[src/rtl/useq_pkg.sv]
package useq_pkg;

  typedef struct packed {
    logic stepRst;
    logic pcJump;
    logic pcOut;
    logic pcInc;
    logic outIn;
    logic bIn;
    logic aluSub;
    logic aluOut;
    logic aOut;
    logic aIn;
    logic irIn;
    logic irOut;
    logic ramOut;
    logic ramIn;
    logic marIn;
    logic halt;
  } ctrl_t;

  typedef struct packed {
    logic loadWord;
    logic zeroWord;
  } seqStrobe_t;

  localparam int unsigned OP_NOP = 0;
  localparam int unsigned OP_LDA = 1;
  localparam int unsigned OP_ADD = 2;
  localparam int unsigned OP_SUB = 3;
  localparam int unsigned OP_STA = 4;
  localparam int unsigned OP_LDI = 5;
  localparam int unsigned OP_JMP = 6;
  localparam int unsigned OP_JC  = 7;
  localparam int unsigned OP_JZ  = 8;
  localparam int unsigned OP_OUT = 14;
  localparam int unsigned OP_HLT = 15;

  localparam int unsigned EXEC_FIRST = 2;

  function automatic ctrl_t rowFor(input int unsigned opc, input int unsigned st);
    ctrl_t w;
    w = '0;
    if (st == 0) begin
      w.pcOut = 1'b1;
      w.marIn = 1'b1;
    end else if (st == 1) begin
      w.ramOut = 1'b1;
      w.irIn   = 1'b1;
      w.pcInc  = 1'b1;
    end else if (st == 2) begin
      case (opc)
        OP_LDA, OP_ADD, OP_SUB, OP_STA: begin
          w.irOut = 1'b1;
          w.marIn = 1'b1;
        end
        OP_LDI: begin
          w.irOut = 1'b1; w.aIn = 1'b1; w.stepRst = 1'b1;
        end
        OP_JMP, OP_JC, OP_JZ: begin
          w.irOut = 1'b1; w.pcJump = 1'b1; w.stepRst = 1'b1;
        end
        OP_OUT: begin
          w.aOut = 1'b1; w.outIn = 1'b1; w.stepRst = 1'b1;
        end
        OP_HLT:  w.halt    = 1'b1;
        default: w.stepRst = 1'b1;
      endcase
    end else if (st == 3) begin
      case (opc)
        OP_LDA: begin
          w.ramOut = 1'b1; w.aIn = 1'b1; w.stepRst = 1'b1;
        end
        OP_ADD, OP_SUB: begin
          w.ramOut = 1'b1; w.bIn = 1'b1;
        end
        OP_STA: begin
          w.aOut = 1'b1; w.ramIn = 1'b1; w.stepRst = 1'b1;
        end
        default: w = '0;
      endcase
    end else if (st == 4) begin
      if (opc == OP_ADD || opc == OP_SUB) begin
        w.aluOut = 1'b1;
        w.aIn    = 1'b1;
        w.aluSub = (opc == OP_SUB);
      end
    end
    return w;
  endfunction

endpackage

[src/rtl/useq_step_ctrl.sv]
module useq_step_ctrl
  import useq_pkg::*;
#(
  parameter int STEP_COUNT = 5,
  localparam int STEP_W = $clog2(STEP_COUNT)
) (
  input  logic              clk,
  input  logic              rst,
  input  logic              wordHalt,
  input  logic              wordStepRst,
  output logic [STEP_W-1:0] step,
  output logic [STEP_W-1:0] nextStep,
  output logic              halted,
  output seqStrobe_t        strobe
);

  localparam logic [STEP_W-1:0] LAST = STEP_W'(STEP_COUNT - 1);

  logic [STEP_W-1:0] stepQ;
  logic              haltQ;

  always_comb begin
    if (wordStepRst || stepQ == LAST) nextStep = '0;
    else                              nextStep = stepQ + STEP_W'(1);
  end

  always_comb begin
    strobe.loadWord = !haltQ && !wordHalt;
    strobe.zeroWord = !haltQ &&  wordHalt;
  end

  always_ff @(posedge clk) begin
    if (rst) begin
      stepQ <= '0;
      haltQ <= 1'b0;
    end else if (!haltQ) begin
      if (wordHalt) begin
        haltQ <= 1'b1;
        stepQ <= '0;
      end else begin
        stepQ <= nextStep;
      end
    end
  end

  assign step   = stepQ;
  assign halted = haltQ;

  p_step_inc_r2: assert property (@(posedge clk) disable iff (rst)
    (!haltQ && !wordHalt && !wordStepRst && stepQ != LAST) |=> (stepQ == $past(stepQ) + STEP_W'(1)));

  p_step_wrap_r2: assert property (@(posedge clk) disable iff (rst)
    (!haltQ && !wordHalt && stepQ == LAST) |=> (stepQ == '0));

  p_early_rst_r4: assert property (@(posedge clk) disable iff (rst)
    (!haltQ && wordStepRst) |=> (stepQ == '0));

  p_halt_enter_r9: assert property (@(posedge clk) disable iff (rst)
    (!haltQ && wordHalt) |=> haltQ);

  p_halt_hold_r9: assert property (@(posedge clk) disable iff (rst)
    haltQ |=> (haltQ && stepQ == '0));

endmodule

[src/rtl/useq_ucode_table.sv]
module useq_ucode_table
  import useq_pkg::*;
#(
  parameter int OPC_W      = 4,
  parameter int STEP_COUNT = 5,
  localparam int STEP_W  = $clog2(STEP_COUNT),
  localparam int NUM_OPC = 1 << OPC_W
) (
  input  logic              clk,
  input  logic              rst,
  input  logic [OPC_W-1:0]  opcode,
  input  logic              carryFlag,
  input  logic              zeroFlag,
  input  logic [STEP_W-1:0] nextStep,
  input  seqStrobe_t        strobe,
  output ctrl_t             word
);

  ctrl_t romWord [NUM_OPC][STEP_COUNT];

  for (genvar o = 0; o < NUM_OPC; o++) begin : g_opc
    for (genvar s = 0; s < STEP_COUNT; s++) begin : g_step
      assign romWord[o][s] = rowFor(o, s);
    end
  end

  ctrl_t rawWord;
  ctrl_t gatedWord;
  ctrl_t wordQ;
  logic  isJc;
  logic  isJz;
  logic  jumpBlocked;

  assign rawWord     = romWord[opcode][nextStep];
  assign isJc        = (opcode == OPC_W'(OP_JC));
  assign isJz        = (opcode == OPC_W'(OP_JZ));
  assign jumpBlocked = (nextStep == STEP_W'(EXEC_FIRST)) &&
                       ((isJc && !carryFlag) || (isJz && !zeroFlag));

  always_comb begin
    gatedWord = rawWord;
    if (jumpBlocked) begin
      gatedWord         = '0;
      gatedWord.stepRst = 1'b1;
    end
  end

  always_ff @(posedge clk) begin
    if (rst)                  wordQ <= romWord[0][0];
    else if (strobe.zeroWord) wordQ <= '0;
    else if (strobe.loadWord) wordQ <= gatedWord;
  end

  assign word = wordQ;

  p_word_hold_r10: assert property (@(posedge clk) disable iff (rst)
    (!strobe.loadWord && !strobe.zeroWord) |=> $stable(wordQ));

  p_halt_clear_r9: assert property (@(posedge clk) disable iff (rst)
    strobe.zeroWord |=> (wordQ == '0));

  p_no_blind_jump_r6: assert property (@(posedge clk) disable iff (rst)
    (strobe.loadWord && jumpBlocked) |=> (!wordQ.pcJump && wordQ.stepRst));

endmodule

[src/rtl/ucode_sequencer.sv]
module ucode_sequencer
  import useq_pkg::*;
#(
  parameter int OPC_W      = 4,
  parameter int STEP_COUNT = 5,
  localparam int STEP_W = $clog2(STEP_COUNT),
  localparam int WORD_W = $bits(ctrl_t)
) (
  input  logic              clk,
  input  logic              rst,
  input  logic [OPC_W-1:0]  opcode,
  input  logic              carryFlag,
  input  logic              zeroFlag,
  output logic [WORD_W-1:0] ctrlWord,
  output logic [STEP_W-1:0] step,
  output logic              halted
);

  ctrl_t             word;
  seqStrobe_t        strobe;
  logic [STEP_W-1:0] nextStep;

  useq_step_ctrl #(.STEP_COUNT(STEP_COUNT)) u_ctrl (
    .clk        (clk),
    .rst        (rst),
    .wordHalt   (word.halt),
    .wordStepRst(word.stepRst),
    .step       (step),
    .nextStep   (nextStep),
    .halted     (halted),
    .strobe     (strobe)
  );

  useq_ucode_table #(.OPC_W(OPC_W), .STEP_COUNT(STEP_COUNT)) u_table (
    .clk      (clk),
    .rst      (rst),
    .opcode   (opcode),
    .carryFlag(carryFlag),
    .zeroFlag (zeroFlag),
    .nextStep (nextStep),
    .strobe   (strobe),
    .word     (word)
  );

  assign ctrlWord = word;

  p_fetch0_r3: assert property (@(posedge clk) disable iff (rst)
    (!halted && step == '0) |-> (word.pcOut && word.marIn && !word.irIn));

  p_fetch1_r3: assert property (@(posedge clk) disable iff (rst)
    (step == STEP_W'(1)) |-> (word.ramOut && word.irIn && word.pcInc && !word.ramIn));

  p_halted_quiet_r9: assert property (@(posedge clk) disable iff (rst)
    halted |-> (word == '0));

  p_mem_excl_r11: assert property (@(posedge clk) disable iff (rst)
    !(word.ramIn && word.ramOut));

  p_jump_exec_r11: assert property (@(posedge clk) disable iff (rst)
    word.pcJump |-> (step == STEP_W'(EXEC_FIRST)));

endmodule

[config.mk]
export PLATFORM = sky130hd
export DESIGN_NAME = ucode_sequencer
export DESIGN_NICKNAME = d
export VERILOG_FILES = /design/src/rtl/useq_pkg.sv /design/src/rtl/useq_step_ctrl.sv /design/src/rtl/useq_ucode_table.sv /design/src/rtl/ucode_sequencer.sv
export SDC_FILE = /design/constraint.sdc
export NUM_CORES = 1
export LEC_CHECK = 0
export CORE_ASPECT_RATIO = 0.7
export CORE_MARGIN = 2
export CORE_UTILIZATION = 46
export DETAILED_ROUTE_END_ITERATION = 16
export GPL_TIMING_DRIVEN = 0
export PLACE_DENSITY = 0.78
export SETUP_SLACK_MARGIN = 0.3
export SYNTH_ARGS = -nofsm -noshare
export SYNTH_HDL_FRONTEND = slang
export SYNTH_HIERARCHICAL = 1
export SYNTH_SLANG_ARGS = --single-unit
[constraint.sdc]
create_clock -name clk -period 2.09 [get_ports clk]
set_input_delay 0.3135 -clock clk [delete_from_list [all_inputs] [get_ports clk]]
set_output_delay 0.3135 -clock clk [all_outputs]
set_load 0.01 [all_outputs]
==> run_results.csv, run 1 <==
group,metric,value,unit
clock_network,cts_sinks,19,
clock_network,cts_buffers,3,
logic_synthesis,ys_types,45,
pwr,seqPwrFrac,33.7,%
logic_synthesis,yosys.area_share.simple,24.5,%
worst_setup_path,crit_type,"reg2reg",
sta,fmax,532,MHz
logic_synthesis,ys_seq_area_share,39.0,%
drt,route.detailed.drc,0,
status,status,"completed",
global_route,antenna_found_initial,0,
sta,finalClockSkew,0.00609,ns
clock_network,cts.root.buffer_cell,"clkbuf_4",
pwr,p_int,0.892,mW
drt,post_drt_via_cell_ratio,6.03,
global_route,grt_pass1_wl,4690,um
final_layout,final_layout_size_suffix_gt1_share,29.0,%
logic_synthesis,yosysMostFrequentCell,"dfxtp_1",
worst_setup_path,critical_path_buf_inv_count,1,
logic_synthesis,syn_inst,117,
drt,dr.pass1.iters,4,
logic_synthesis,yosys-top-cells-count,"dfxtp_1, nor2_1, a21oi_1, nand2_1",
clock_network,cts_hold_buf,0,
clock_network,cts.clk_slew.worst_paths,0.11,ns
logic_synthesis,synth_compound_area_share,23.7,%
pwr,ir_worst_vdd,525,uV
pwr,combinationalPowerShare,52.8,%
logic_synthesis,avgSynthCellArea,8.34,um^2
floorplanning,rows,13,
sta,final-max-slew-violation-count,0,
drt,wl_per_cell,17.2,um
logic_synthesis,ys.flop_type,"dfxtp_1",
drt,vias,1068,
worst_setup_path,start_kind,"flop",
run,drv_cap,0,
sta,worst_slack,0.212,ns
drt,wirelength,3050,um
placement,dpl.hpwl,1880,um
drt,drt-initial-drc-count,80,
clock_network,clk_path_buf_depth,2,
logic_synthesis,synth-seq-cells,19,
logic_synthesis,synth_top_area_share,39.0,%
sta,fin_setup_tns,0,ns
logic_synthesis,synthXorXnorAreaFrac,2.69,%
global_route,grt.overflow.total,0,
worst_setup_path,end_kind,"flop",
clock_network,insertion_delay,0.31,ns
worst_setup_path,worstPathRequired,2.34,ns
logic_synthesis,synth_top_family_by_area,"simple AND/OR/NAND/NOR gates",
final_layout,area_growth_syn_to_layout,52.2,%
floorplanning,core,1940,um^2
logic_synthesis,syn_nets,127,
sta,min_period,1.88,ns
logic_synthesis,synth_area,976,um^2
final_layout,antenna_cells,0,
worst_setup_path,reg2regPathDepth,8,
logic_synthesis,synthAdderAreaFrac,2.56,%
hold_path,hold_depth,2,
sta,slew_headroom,67.1,%
floorplanning,die-area,2510,um^2
floorplanning,fp.dieH,42.5,um
final_layout,nNetsFinal,166,
global_route,first_global_vias,961,
pwr,leakagePower,0.555,nW
sta,hold_viol_final,0,
logic_synthesis,async_reset_ff_share,0,%
hold_path,hold_class,"in2reg",
sta,final.period_utilization,89.9,%
pwr,p_switching,0.511,mW
sta,setup_viol,0,
drt,ant_nets,0,
sta,worstMarginPinSlew,0.493,ns
placement,numPortBuffers,25,
worst_setup_path,path_cells,"inv_4 > ha_4 > a21o_4 > nor2_4 > and2b_2 > nand3_4 > or3b_1 > a21oi_1",
pwr,power_density,945,nW/um^2
logic_synthesis,yosys-top-cells-area,"dfxtp_1, nor2_1, a21oi_1",
worst_setup_path,critical_path.max_stage_delay,0.41,ns
logic_synthesis,muxShareOfSynthArea,2.05,%
floorplanning,die_w,59.1,um
sta,rsz0062_at_grt,"true",
clock_network,cts_tree,"yes",
global_route,grtUsageTotal,25.1,%
worst_setup_path,cpLargestDelayFamily,"simple AND/OR/NAND/NOR gates",
worst_setup_path,path_depth,8,
floorplanning,io_pins,28,
worst_setup_path,cpMaxStageDelayCell,"dfxtp_4",
logic_synthesis,synth_edf_count,0,
pwr,switching_share,36.4,%
placement,gp_congestion,0.858,
placement,pre_cts_slack,0.101,ns
clock_network,htreeDepth,1,
worst_setup_path,arrival,2.13,ns
logic_synthesis,yosys.area.top_type,"dfxtp_1",
pwr,p_clk_share,13.5,%
floorplanning,start_util,50.4,%
global_route,grt_max_degree,12,
logic_synthesis,ys.warnings.count,6,
worst_setup_path,cp_max_fo,4,
## area by class of cell
class / instances / area (um^2)
inverters: 5 / 21.3
well taps: 22 / 27.5
multi-input cells: 86 / 664
plain buffers: 7 / 36.3
flip-flops and latches: 19 / 387
clock buffers: 3 / 22.5
fillers: 143 / 450
repair buffers: 34 / 322
clock inverters: 1 / 5.00
## flip-flops by register name (all words and copies together) (netlist names)
name and flops:
u_ctrl/step 3, u_ctrl/halted 1, u_table/word 15
## worst reg2reg max path: stages, from the launching register on
cell and delay (ns):
dfxtp_4 0.41, inv_4 0.05, ha_4 0.17, a21o_4 0.23, nor2_4 0.13, and2b_2 0.21
nand3_4 0.10, or3b_1 0.37, a21oi_1 0.14
## per-stage QoR
stage               instance area, um^2  hold slack (ns)  power, mW  util, %  std cells
finish                             1490            0.335       1.40     76.7        177
detailed placement                 1260            0.455      0.951     65.3        164
CTS                                1400            0.296       1.29     72.3        175
global route                       1490            0.346       1.48     76.7        177
floorplan                           986            0.373      0.761        -        117
global placement                   1260            0.438      0.936     65.3        164
## layout by cell type, fill, tap and decap left out, types with 3 or more instances in the layout
cell type | netlist | final
clkdlybuf4s50_1 | 0 | 25
buf_2 | 4 | 4
nand3_1 | 4 | 3
nor2_4 | 0 | 3
dfxtp_1 | 19 | 16
o31ai_1 | 3 | 3
buf_4 | 1 | 9
nand2_1 | 8 | 8
nor3_1 | 4 | 3
nor2_1 | 13 | 10
a21oi_1 | 8 | 5
o21ai_0 | 4 | 4
clkbuf_4 | 0 | 3
## logic make-up after synthesis
group           after synthesis
compound gates               34
fa+ha+maj                     2
flops                        19
xor+xnor                      3
mux                           2
buf+inv                      12
simple gates                 45
## path summary, 6_finish.rpt
kind,start,to,slack [ns]
worst max register to register,u_ctrl/step[0]$_SDFFE_PP0N_,u_table/word[10]$_SDFFE_PP0P_,0.21
worst min-delay path,opcode[0],u_table/word[11]$_SDFFE_PP0P_,0.34
worst min register to register,u_table/word[11]$_SDFFE_PP0P_,u_table/word[11]$_SDFFE_PP0P_,0.47
worst max-delay path,u_ctrl/step[0]$_SDFFE_PP0N_,u_table/word[10]$_SDFFE_PP0P_,0.21
## what timing repair did
action | in CTS | in global routing
endpoints found under the setup margin | 11 | 10
gates resized for setup | 14 | 17
buffers inserted | 7 | 2
pin swaps | 7 | 9
## power groups by stage
| stage | sequential, mW | clock (mW) | combinational [mW] |
|---|---|---|---|
| floorplan | 0.488 | 0 | 0.272 |
| global placement | 0.468 | 0 | 0.468 |
| detailed placement | 0.471 | 0 | 0.480 |
| CTS | 0.462 | 0.195 | 0.628 |
| global route | 0.485 | 0.211 | 0.788 |
| finish | 0.473 | 0.189 | 0.741 |
## metal layers
layer	track usage, %	wire length [um]	vias up
met1	32.5	1290	495
met5	0	0	-
met2	40.0	1450	58
li1	-	-	503
met3	5.86	214	12
met4	9.55	99	0
(Power assumes the default switching activity.)
==> run 2, diff against run 1 <==
--- a/config.mk
+++ b/config.mk
@@ -7,10 +7,11 @@
 export LEC_CHECK = 0
 export CORE_ASPECT_RATIO = 0.7
 export CORE_MARGIN = 2
-export CORE_UTILIZATION = 46
+export CORE_UTILIZATION = 50
+export CTS_CLUSTER_DIAMETER = 150
 export DETAILED_ROUTE_END_ITERATION = 16
+export DONT_BUFFER_PORTS = 1
 export GPL_TIMING_DRIVEN = 0
-export PLACE_DENSITY = 0.78
 export SETUP_SLACK_MARGIN = 0.3
 export SYNTH_ARGS = -nofsm -noshare
 export SYNTH_HDL_FRONTEND = slang
==> run 2 against run 1 <==
Via count shrank 17%. Sequential cell count is the same. First-iteration DRC count shrank 61%. Combinational power shrank 35%.
==> run_results.csv, run 2 (synthesis results as in run 1) <==
group,metric,value,unit
final_layout,antenna_cells,0,
worst_setup_path,worstPathRequired,2.32,ns
drt,dr.pass1.iters,4,
global_route,grt_max_degree,11,
sta,final-max-slew-violation-count,0,
pwr,power,1.17,mW
sta,finalClockSkew,0.00652,ns
pwr,leakagePower,0.432,nW
floorplanning,core,1850,um^2
clock_network,cts_tree,"yes",
placement,numPortBuffers,0,
drt,route.detailed.drc,0,
drt,vias,884,
sta,fin_setup_tns,0,ns
placement,dp_cells,139,
sta,min_period,1.85,ns
global_route,first_global_vias,732,
drt,ant_nets,0,
placement,pre_cts_slack,0.111,ns
global_route,grt_pass1_wl,3530,um
drt,drt-initial-drc-count,31,
final_layout,postLayoutCellArea,1160,um^2
worst_setup_path,crit_type,"reg2reg",
pwr,ir_worst_vdd,795,uV
final_layout,nNetsFinal,137,
final_layout,area_growth_syn_to_layout,19.1,%
drt,post_drt_via_cell_ratio,5.97,
sta,final.period_utilization,88.5,%
sta,fmax,540,MHz
final_layout,layout_common_cells,"dfxtp_1, nor2_1, nand2_1",
global_route,grtUsageTotal,20.8,%
sta,worstMarginPinSlew,0.390,ns
clock_network,cts_hold_buf,0,
final_layout,fillCellCount,171,
worst_setup_path,critical_path.max_stage_delay,0.41,ns
drt,wirelength,2390,um
run,drv_cap,0,
worst_setup_path,arrival,2.08,ns
hold_path,hold_class,"in2reg",
sta,holdWs,0.0663,ns
sta,worst_slack,0.240,ns
clock_network,cts.root.buffer_cell,"clkbuf_4",
clock_network,cts.clk_slew.worst_paths,0.11,ns
clock_network,clk_path_buf_depth,2,
final_layout,largest_reg_flops,15,
worst_setup_path,path_cells,"inv_2 > ha_4 > a21o_4 > nor2_4 > and2b_2 > nand3_4 > o32a_1 > o22ai_1",
floorplanning,start_util,52.6,%
sta,rsz0062_at_grt,"true",
sta,slew_headroom,73.4,%
clock_network,cts_buffers,3,
placement,gp_congestion,0.845,
worst_setup_path,end_kind,"flop",
floorplanning,die_w,56.8,um
pwr,power_density,1000,nW/um^2
final_layout,final_common_cell,"dfxtp_1",
clock_network,htreeDepth,1,
sta,setup_viol,0,
floorplanning,rows,13,
clock_network,cts_sinks,19,
global_route,antenna_found_initial,0,
worst_setup_path,cpMaxStageDelayCell,"dfxtp_4",
final_layout,post-route-util,62.7,%
final_layout,stdcell_count,148,
final_layout,final_layout_size_suffix_gt1_share,28.6,%
global_route,grt.overflow.total,0,
floorplanning,die-area,2330,um^2
floorplanning,fp.dieH,41.0,um
placement,dpl.hpwl,1650,um
clock_network,insertion_delay,0.30,ns
sta,hold_viol_final,0,
drt,wl_per_cell,16.2,um
status,status,"completed",
floorplanning,io_pins,28,
worst_setup_path,cp_max_fo,6,
placement,placed_area,1010,um^2
worst_setup_path,start_kind,"flop",
==> run 2: worst max-delay path: cells and delay by family, from the launching register on <==
kind	cells	cell delay, ns
AOI/OAI and AO/OA	3	0.74
buffers and inverters	1	0.05
and+or+nand+nor	3	0.40
adders and majority gates	1	0.16
DFF	1	0.41
==> run 2: power by group <==
group          leakage, nW  switching, mW  internal [mW]
combinational        0.261          0.235          0.247
clock               0.0150          0.109         0.0743
sequential           0.156         0.0801          0.421
==> run 2: timing repair <==
item | in CTS | in global routing
buffers inserted | 3 | 2
gates resized for setup | 14 | 9
setup endpoints to repair | 11 | 12
pin swaps | 5 | 8
==> run 2: worst paths after layout <==
| check | from | to | slack, ns | depth (start not counted) |
|---|---|---|---|---|
| min reg2reg | u_table/word[9]$_SDFFE_PP0P_ | u_table/word[9]$_SDFFE_PP0P_ | 0.50 | 2 |
| min | rst | u_ctrl/step[0]$_SDFFE_PP0N_ | 0.07 | 1 |
| max | u_ctrl/step[0]$_SDFFE_PP0N_ | u_table/word[15]$_SDFFE_PP0P_ | 0.24 | 8 |
| max reg2reg | u_ctrl/step[0]$_SDFFE_PP0N_ | u_table/word[15]$_SDFFE_PP0P_ | 0.24 | 8 |
==> run 2: cell type report <==
cell class / instances / area, um^2 / share of cell area [%]
Buffer: 7 / 36.3 / 3.12
Timing Repair Buffer: 5 / 37.5 / 3.23
Tap cell: 22 / 27.5 / 2.37
Inverter: 5 / 18.8 / 1.61
Multi-Input combinational cell: 86 / 628 / 54.0
Clock buffer: 4 / 26.3 / 2.26
Sequential cell: 19 / 388 / 33.4
==> run 2: metal layers <==
layer	GRT usage (%)	up-vias	wire (um)
met3	8.83	2	140
met2	30.8	27	1020
met5	0	-	0
met1	28.1	410	1220
met4	5.23	0	13
li1	-	445	-
==> run 3, diff against run 2 <==
==> constraint.sdc (replaced) <==
create_clock -name clk -period 2.09 [get_ports clk]
set_input_delay 0.3135 -clock clk [delete_from_list [all_inputs] [get_ports clk]]
set_output_delay 0.3135 -clock clk [all_outputs]
set_load 0.005 [all_outputs]
==> run 3 against run 2 <==
Clock-buffer cell count unchanged. Routed wire length up 7.4%. Via count up 6.2%.
==> run_results.csv, run 3 (synthesis results as in run 1) <==
group,metric,value,unit
status,status,"completed",
sta,fin_setup_tns,0,ns
clock_network,insertion_delay,0.30,ns
sta,hold_viol_final,0,
final_layout,area_growth_syn_to_layout,22.2,%
floorplanning,rows,13,
worst_setup_path,arrival,2.05,ns
pwr,seqPwrFrac,39.8,%
final_layout,final_common_cell,"dfxtp_1",
worst_setup_path,r2r-start,"u_ctrl/step[0]$_SDFFE_PP0N_",
clock_network,cts_buffers,3,
worst_setup_path,cpLargestDelayFamily,"compound AO/OA/AOI/OAI gates",
pwr,ir_worst_vdd,677,uV
clock_network,cts_tree,"yes",
placement,gp_congestion,0.782,
pwr,p_switching,0.431,mW
worst_setup_path,cp_max_fo,6,
final_layout,final_layout_size_suffix_gt1_share,30.5,%
sta,min_period,1.82,ns
worst_setup_path,critical_path.max_stage_delay,0.41,ns
worst_setup_path,start_kind,"flop",
worst_setup_path,end_kind,"flop",
drt,wl_per_cell,17.1,um
floorplanning,io_pins,28,
sta,rsz0062_at_grt,"true",
final_layout,nNetsFinal,139,
pwr,p_clk_share,15.3,%
sta,worstMarginPinSlew,0.396,ns
sta,finalClockSkew,0.0124,ns
clock_network,cts.root.buffer_cell,"clkbuf_4",
final_layout,fillCellCount,166,
placement,numPortBuffers,0,
clock_network,cts.clk_slew.worst_paths,0.11,ns
drt,dr.pass1.iters,4,
run,drv_cap,0,
clock_network,cts_sinks,19,
sta,setup_viol,0,
final_layout,largest_reg_flops,15,
worst_setup_path,cpMaxStageDelayCell,"dfxtp_4",
sta,final-max-slew-violation-count,0,
pwr,power,1.21,mW
final_layout,multi_input_area,642,um^2
sta,slew_headroom,73.6,%
hold_path,hold_class,"in2reg",
floorplanning,start_util,52.6,%
clock_network,htreeDepth,1,
final_layout,layout_common_cells,"dfxtp_1, nor2_1, nand2_1",
worst_setup_path,crit_type,"reg2reg",
floorplanning,fp.dieH,41.0,um
final_layout,antenna_cells,0,
final_layout,stdcell_count,150,
pwr,combinationalPowerShare,44.8,%
global_route,grt.overflow.total,0,
global_route,grtUsageTotal,22.6,%
final_layout,register_area,385,um^2
worst_setup_path,crit_path_start,"u_ctrl/step[0]$_SDFFE_PP0N_",
placement,dp_cells,139,
global_route,grt_pass1_wl,3710,um
hold_path,min_from,"rst",
sta,fmax,550,MHz
drt,route.detailed.drc,0,
global_route,grt_max_degree,11,
hold_path,hold_depth,1,
drt,ant_nets,0,
global_route,first_global_vias,740,
global_route,antenna_found_initial,0,
drt,post_drt_via_cell_ratio,6.26,
worst_setup_path,path_cells,"inv_2 > ha_4 > a21o_4 > nor2_4 > and2b_2 > nand3_4 > o32a_1 > o22ai_2",
worst_setup_path,reg2regPathDepth,8,
drt,vias,939,
floorplanning,core,1850,um^2
sta,final.period_utilization,86.9,%
placement,dpl.hpwl,1590,um
worst_setup_path,path_depth,8,
worst_setup_path,critical_path_buf_inv_count,1,
drt,wirelength,2570,um
clock_network,clk_path_buf_depth,2,
pwr,leakagePower,0.450,nW
worst_setup_path,worstPathRequired,2.32,ns
floorplanning,die-area,2330,um^2
pwr,switching_share,35.6,%
drt,drt-initial-drc-count,59,
pwr,p_int,0.778,mW
floorplanning,die_w,56.8,um
pwr,power_density,1010,nW/um^2
clock_network,cts_hold_buf,0,
==> run 3: layer usage <==
layer / GRT usage, % / part of all wire, % / routed length [um] / up-vias
met2: 33.1 / 43 / 1110 / 32
met3: 7.57 / 7.0 / 181 / 6
li1: - / - / - / 452
met5: 0 / 0 / 0 / -
met1: 30.4 / 48 / 1240 / 449
met4: 10.5 / 1.6 / 40 / 0
==> run 3: cell type report <==
cell class	instances	share of cell area, %
multi-input cells	86	53.8
plain buffers	7	3.04
inverters	5	1.57
repair buffers	7	4.72
flip-flops and latches	19	32.3
well taps	22	2.31
clock buffers	4	2.20
==> run 3: repair_timing <==
action / 4_1_cts / 5_1_grt
pin swaps: 6 / 4
setup buffers: 5 / 2
resized for setup: 14 / 12
cloned: 0 / 0
endpoints found under the setup margin: 11 / 12
==> run 3: final timing paths <==
kind,end,slack [ns]
min reg2reg,u_table/word[11]$_SDFFE_PP0P_,0.47
max,u_table/word[15]$_SDFFE_PP0P_,0.27
max reg2reg,u_table/word[15]$_SDFFE_PP0P_,0.27
min,u_ctrl/step[2]$_SDFFE_PP0N_,0.06
==> run 3: per-stage QoR <==
stage               cell area (um^2)  utilization (%)  setup slack [ns]  hold slack (ns)
floorplan                        983                -             0.302            0.373
global placement                1010             54.5            0.0947            0.377
detailed placement              1010             54.5            0.0983            0.379
CTS                             1120             60.7             0.295           0.0570
global route                    1190             64.3             0.194           0.0440
finish                          1190             64.3             0.273           0.0641
==> run 3: worst register-to-register path, cell delays in order (launching register included) <==
cell,delay (ns)
dfxtp_4,0.41
inv_2,0.06
ha_4,0.17
a21o_4,0.23
nor2_4,0.12
and2b_2,0.19
nand3_4,0.09
o32a_1,0.32
o22ai_2,0.17
==> run 3: power by group through the flow <==
stage,sequential [mW],combinational (mW),clock [mW]
2_1_floorplan,0.469,0.268,0
3_3_place_gp,0.480,0.319,0
3_5_place_dp,0.482,0.321,0
4_1_cts,0.479,0.447,0.192
5_1_grt,0.491,0.581,0.205
6_report,0.482,0.542,0.185
